--- src/rtl/bus_hs_pkg.sv ---
package bus_hs_pkg;
    localparam int IO_ADDR_W = 12;
    localparam int SEL_W     = 4;
    localparam int PAGE_W    = IO_ADDR_W - SEL_W;
    localparam int REGS      = 1 << SEL_W;
    localparam int SYNC_W    = IO_ADDR_W + 2;

    typedef struct packed {
        logic [PAGE_W-1:0] page;
        logic [SEL_W-1:0]  sel;
        logic              strb_n;
        logic              rnw;
    } bus_req_t;

    typedef enum logic [1:0] {
        XFER_IDLE  = 2'b00,
        XFER_READ  = 2'b01,
        XFER_WRITE = 2'b10
    } xfer_kind_t;

    function automatic xfer_kind_t classify(input bus_req_t r,
                                            input logic [PAGE_W-1:0] base);
        if (r.strb_n || (r.page != base)) return XFER_IDLE;
        return r.rnw ? XFER_READ : XFER_WRITE;
    endfunction
endpackage

--- src/rtl/hs_sync2.sv ---
module hs_sync2 #(
    parameter int W = 1
) (
    input  logic         clk,
    input  logic         rst,
    input  logic [W-1:0] din,
    input  logic [W-1:0] rst_val,
    output logic [W-1:0] dout
);
    logic [W-1:0] meta;
    always_ff @(posedge clk) begin
        if (rst) begin
            meta <= rst_val;
            dout <= rst_val;
        end else begin
            meta <= din;
            dout <= meta;
        end
    end
endmodule

--- src/rtl/hs_delay_chain.sv ---
module hs_delay_chain #(
    parameter int LEN    = 8,
    parameter int TAP    = 4,
    parameter int WR_ON  = 1,
    parameter int WR_OFF = 3
) (
    input  logic           clk,
    input  logic           rst,
    input  logic           run,
    output logic [LEN-1:0] stage,
    output logic           ack_tap,
    output logic           wr_window
);
    for (genvar i = 0; i < LEN; i++) begin : g_stage
        always_ff @(posedge clk) begin
            if (rst || !run) stage[i] <= 1'b0;
            else if (i == 0) stage[i] <= 1'b1;
            else             stage[i] <= stage[(i == 0) ? 0 : i-1];
        end
    end

    assign ack_tap   = stage[TAP];
    assign wr_window = stage[WR_ON] & ~stage[WR_OFF];
endmodule

--- src/rtl/hs_regfile.sv ---
module hs_regfile #(
    parameter int DATA_W = 8,
    parameter int SEL_W  = 4
) (
    input  logic              clk,
    input  logic              rst,
    input  logic              we,
    input  logic [SEL_W-1:0]  idx,
    input  logic [DATA_W-1:0] wdata,
    output logic [DATA_W-1:0] rdata
);
    localparam int DEPTH = 1 << SEL_W;
    logic [DATA_W-1:0] mem [DEPTH];

    for (genvar i = 0; i < DEPTH; i++) begin : g_reg
        always_ff @(posedge clk) begin
            if (rst)                           mem[i] <= '0;
            else if (we && idx == SEL_W'(i))   mem[i] <= wdata;
        end
    end

    assign rdata = mem[idx];
endmodule

--- src/rtl/bus_hs_slave.sv ---
module bus_hs_slave
    import bus_hs_pkg::*;
#(
    parameter int               DATA_W    = 8,
    parameter int               CHAIN_LEN = 8,
    parameter int               ACK_TAP   = 4,
    parameter logic [PAGE_W-1:0] BASE_PAGE = 8'hA5
) (
    input  logic                 clk,
    input  logic                 rst,
    input  logic [IO_ADDR_W-1:0] bus_addr,
    input  logic                 bus_strb_n,
    input  logic                 bus_rnw,
    input  logic [DATA_W-1:0]    bus_wdata,
    output logic [DATA_W-1:0]    bus_rdata,
    output logic                 bus_rdata_oe,
    output logic                 bus_ack_n,
    output logic                 bus_ack_oe,
    output logic [SEL_W-1:0]     loc_sel,
    output logic                 loc_wr_pulse,
    output logic                 loc_rd_en
);
    localparam int WR_ON  = 1;
    localparam int WR_OFF = 3;

    if (ACK_TAP < WR_OFF || ACK_TAP >= CHAIN_LEN) begin : g_bad_tap
        initial $error("ACK_TAP must lie between the write-pulse end stage and the chain end");
    end

    bus_req_t   req_raw, req_s, req_idle;
    xfer_kind_t kind;
    logic       active, is_read;
    logic [CHAIN_LEN-1:0] stage;
    logic       ack_tap, wr_window;

    assign req_raw  = '{page: bus_addr[IO_ADDR_W-1:SEL_W], sel: bus_addr[SEL_W-1:0],
                        strb_n: bus_strb_n, rnw: bus_rnw};
    assign req_idle = '{page: '0, sel: '0, strb_n: 1'b1, rnw: 1'b1};

    hs_sync2 #(.W(SYNC_W)) u_sync (
        .clk(clk), .rst(rst), .din(req_raw), .rst_val(req_idle), .dout(req_s)
    );

    assign kind    = classify(req_s, BASE_PAGE);
    assign active  = (kind != XFER_IDLE);
    assign is_read = (kind == XFER_READ);

    hs_delay_chain #(.LEN(CHAIN_LEN), .TAP(ACK_TAP), .WR_ON(WR_ON), .WR_OFF(WR_OFF)) u_chain (
        .clk(clk), .rst(rst), .run(active),
        .stage(stage), .ack_tap(ack_tap), .wr_window(wr_window)
    );

    assign loc_wr_pulse = wr_window & (kind == XFER_WRITE);
    assign loc_rd_en    = stage[0] & is_read;
    assign loc_sel      = req_s.sel;

    hs_regfile #(.DATA_W(DATA_W), .SEL_W(SEL_W)) u_regs (
        .clk(clk), .rst(rst), .we(loc_wr_pulse), .idx(req_s.sel),
        .wdata(bus_wdata), .rdata(bus_rdata)
    );

    assign bus_ack_n    = ~ack_tap;
    assign bus_ack_oe   = active;
    assign bus_rdata_oe = loc_rd_en;
endmodule

--- config.mk ---
export PLATFORM = sky130hd
export DESIGN_NAME = bus_hs_slave
export DESIGN_NICKNAME = d
export VERILOG_FILES = /design/src/rtl/bus_hs_pkg.sv /design/src/rtl/hs_sync2.sv /design/src/rtl/hs_delay_chain.sv /design/src/rtl/hs_regfile.sv /design/src/rtl/bus_hs_slave.sv
export SDC_FILE = /design/constraint.sdc
export NUM_CORES = 1
export LEC_CHECK = 0
export CAP_MARGIN = 20
export CELL_PAD_IN_SITES_DETAIL_PLACEMENT = 0
export CELL_PAD_IN_SITES_GLOBAL_PLACEMENT = 2
export CORE_ASPECT_RATIO = 0.9
export CORE_MARGIN = 10
export CORE_UTILIZATION = 33
export CTS_CLUSTER_DIAMETER = 100
export CTS_CLUSTER_SIZE = 16
export DETAILED_ROUTE_END_ITERATION = 16
export DONT_BUFFER_PORTS = 1
export MAX_ROUTING_LAYER = met4
export PLACE_DENSITY_LB_ADDON = 0.1
export SYNTH_ARGS = -nofsm -noshare
export SYNTH_HDL_FRONTEND = slang
export SYNTH_SLANG_ARGS = --single-unit
--- constraint.sdc ---
create_clock -name clk -period 2 [get_ports clk]
set_input_delay 0 -clock clk [delete_from_list [all_inputs] [get_ports clk]]
set_output_delay 0 -clock clk [all_outputs]
set_load 0.005 [all_outputs]
==> impl_metrics.toml <==
[logic_synthesis]
ys_types = 28
syn_nets = 514
yosys.area.top_type = "edfxtp_1"
ys_seq_area_share_pct = 65.3
synth_area_leaders = "edfxtp_1 (56%), mux4_2 (10%), dfxtp_1 (9.6%)"
synth.avg_cell_area_um2 = 14.1
netlist_instances = 490
ys_ff_latch = 161
yosysTopAreaCellShare_pct = 55.7
yosysWarnings = 0
syn-cell-area_um2 = 6900

[sta]
period_share_pct = 97.7
period_minus_slack_ns = 1.95
rsz0062_at_grt = "yes"
drv_slew = 0
setup_violations = 0
fin_skew_ns = 0.0103
max_freq_mhz = 512
worst_slew_pin_slew_ns = 0.523
fin_ws_ns = 0.0454
maxSlewHeadroom_pct = 65.0
hold_violations = 0

[setup_path]
critPathKind = "reg2out"
path_delay_family = "multiplexers"
path_buf_inv = 1
crit_path_cell_trace = "buf_12 -> mux4_2 -> a22oi_2 -> nand2_1"
rrSetupSlack_ns = 0.24
cp-startpoint = "u_sync.dout[2]"
worstPathArrival_ns = 1.95
start_kind = "flip-flop"
crit_path_max_fanout = 16
end_kind = "output port"
reg2regPathDepth = 6
required_ns = 2.00
slowest_delay_ns = 0.52
rr_startpoint = "u_sync.dout[2]"
slowest_stage = "mux4_2"
reg2reg_to = "u_regs.mem[12][7]"

[min_path]
min_to = "u_regs.mem[9][4]"
whs_path_depth = 2
hold_path_class = "in2reg"
min-delay-start = "rst"

[detailed_routing]
vias = 4154
first_pass_iters = 5
routed_wl_um = 18600
drc = 0
viasPerCell = 5.00
avgRoutedWirePerCell_um = 22.3
first_iter_violations = 261
drtAntennaViolNets = 0

[pwr]
switching_share_pct = 22.0
intPower_uw = 5820
clock_power_share_pct = 44.3
pwr_density_cell_nw_per_um2 = 895
leakage_uw = 0.00282
p_sw_uw = 1650
combPwrFrac_pct = 5.8
ir_drop_uv = 535
pwr-share-seq_pct = 49.9

[floorplanning]
die_h_um = 157
core_um2 = 20700
dieArea_um2 = 27100
rows = 50
io_pins = 41
die_width_um = 172
start_util_pct = 33.3

[final_layout]
final_core_util_pct = 40.3
area_growth_syn_to_layout_pct = 21.0
nFillCells = 1952
finalNetCount = 556
drive_above_1_share_pct = 25.7
final_cell_mix = "nor2_1 (128), edfxtp_1 (128), mux4_2 (32), nand3_1 (32), dfxtp_1 (31)"
n_antenna_cell = 0

[outcome]
status = "completed"

[clock_network]
cts_buffers = 17
cts_root_buffer = "clkbuf_16"
path_clk_slew_ns = 0.07
cts_max_level = 4
tritoncts = "built"
clock_latency_ns = 0.43
clockBufferDepth = 2
clock-sinks = 161

[global_route]
grt_util_met2_pct = 22.0
grt_max_degree = 42
grt_pass1_wl_um = 27800
grt_util_met1_pct = 18.6
grt.busiest_layer = "met2"
grt_pass1_vias = 4460
overflow = 0
use_met3_pct = 4.26
antenna_found_initial = 0
grt_use_total_pct = 14.7

[place]
dp_hpwl_um = 11500
globalplace.congestion = 0.734
dpl_worst_slack_ns = 0.239
portBuffers = 0

[job]
maxCapViolCount = 0
## layer usage
| layer | vias to the layer above | share of wire (%) |
|---|---|---|
| li1 | 1880 | - |
| met1 | 2114 | 44 |
| met2 | 137 | 47 |
| met3 | 23 | 7.0 |
| met4 | 0 | 1.9 |
| met5 | - | 0 |
## sequential cells by signal, summed over array words and instances, names as in the netlist
signal	flops
u_chain.ack_tap	1
u_sync.dout	14
u_regs.mem	128
u_sync.meta	14
u_chain.stage	4
## power groups by stage
stage | combinational, uW | clock [uW] | sequential (uW)
after global routing | 467 | 3520 | 3730
after detailed placement | 349 | 0 | 3800
after CTS | 437 | 3380 | 3730
after global placement | 350 | 0 | 3800
after floorplan | 231 | 0 | 3780
final | 434 | 3310 | 3720
## worst max-delay path by stage
stage	endpoint	slack, ns	cells after the start
3_5_place_dp	u_regs.mem[12][4]	0.24	5
2_1_floorplan	u_regs.mem[12][0]	0.16	5
6_report	bus_rdata[5]	0.05	4
3_3_place_gp	u_regs.mem[0][1]	0.25	5
5_1_grt	bus_rdata[3]	-0.07	5
4_1_cts	bus_rdata[7]	0.0006	4
## cell type report
class | instances | area (um2) | area share, %
flip-flops and latches | 161 | 4510 | 54.0
multi-input cells | 285 | 2150 | 25.8
repair buffers | 66 | 716 | 8.57
clock buffers | 24 | 549 | 6.58
well taps | 286 | 358 | 4.29
clock inverters | 8 | 57.6 | 0.689
inverters | 1 | 3.75 | 0.0450
## worst reg2reg max path, delay by kind of cell (launching register included)
| kind | cells | cell delay [ns] |
|---|---|---|
| buffers and inverters | 3 | 0.63 |
| DFF | 1 | 0.38 |
| and+or+nand+nor | 3 | 0.60 |
## cells in the mapped netlist
master / count
a22oi_1: 16
a31o_1: 12
a31o_2: 4
and2_1: 6
and2b_1: 2
and2b_2: 1
and3_1: 2
and4_1: 1
and4b_1: 1
and4bb_2: 1
buf_2: 2
buf_4: 8
buf_6: 15
clkbuf_1: 18
dfxtp_1: 33
edfxtp_1: 128
inv_1: 1
mux4_2: 32
nand2_1: 8
nand3_1: 32
nand4_4: 4
nor2_1: 128
nor2_2: 2
nor2b_1: 26
nor3b_1: 1
nor3b_2: 1
nor4b_4: 1
or2_2: 4
## metrics by stage
| stage | instances | total power (uW) | area (um2) | TNS [ns] | hold WS (ns) |
|---|---|---|---|---|---|
| 3_3_place_gp | 769 | 4150 | 7360 | 0 | 0.0742 |
| 3_5_place_dp | 769 | 4150 | 7360 | 0 | 0.0737 |
| 4_1_cts | 830 | 7540 | 8310 | 0 | 0.00126 |
| 5_1_grt | 831 | 7720 | 8350 | -0.216 | 0.0150 |
| 6_report | 831 | 7470 | 8350 | 0 | 0.00322 |
| 2_1_floorplan | 490 | 4010 | 6900 | 0 | 0.104 |
## logic make-up (layout without fill, tap and decap cells)
kind of cell | count (synthesis) | count (layout) | share of synthesized area, %
multiplexers | 32 | 32 | 10.4
AO/OA/AOI/OAI | 32 | 32 | 3.77
buffers and inverters | 44 | 99 | 4.50
flip-flops | 161 | 161 | 65.3
AND/OR/NAND/NOR | 221 | 221 | 16.0
## what timing repair did
action / in CTS / in global routing
pin swaps: 1 / 0
hold buffers: 26 / 0
setup buffers: 3 / 1
endpoints found under the hold margin: 227 / 0
endpoints found under the setup margin: 10 / 8
resized for setup: 10 / 7
Power figures use the tool's default switching activity.
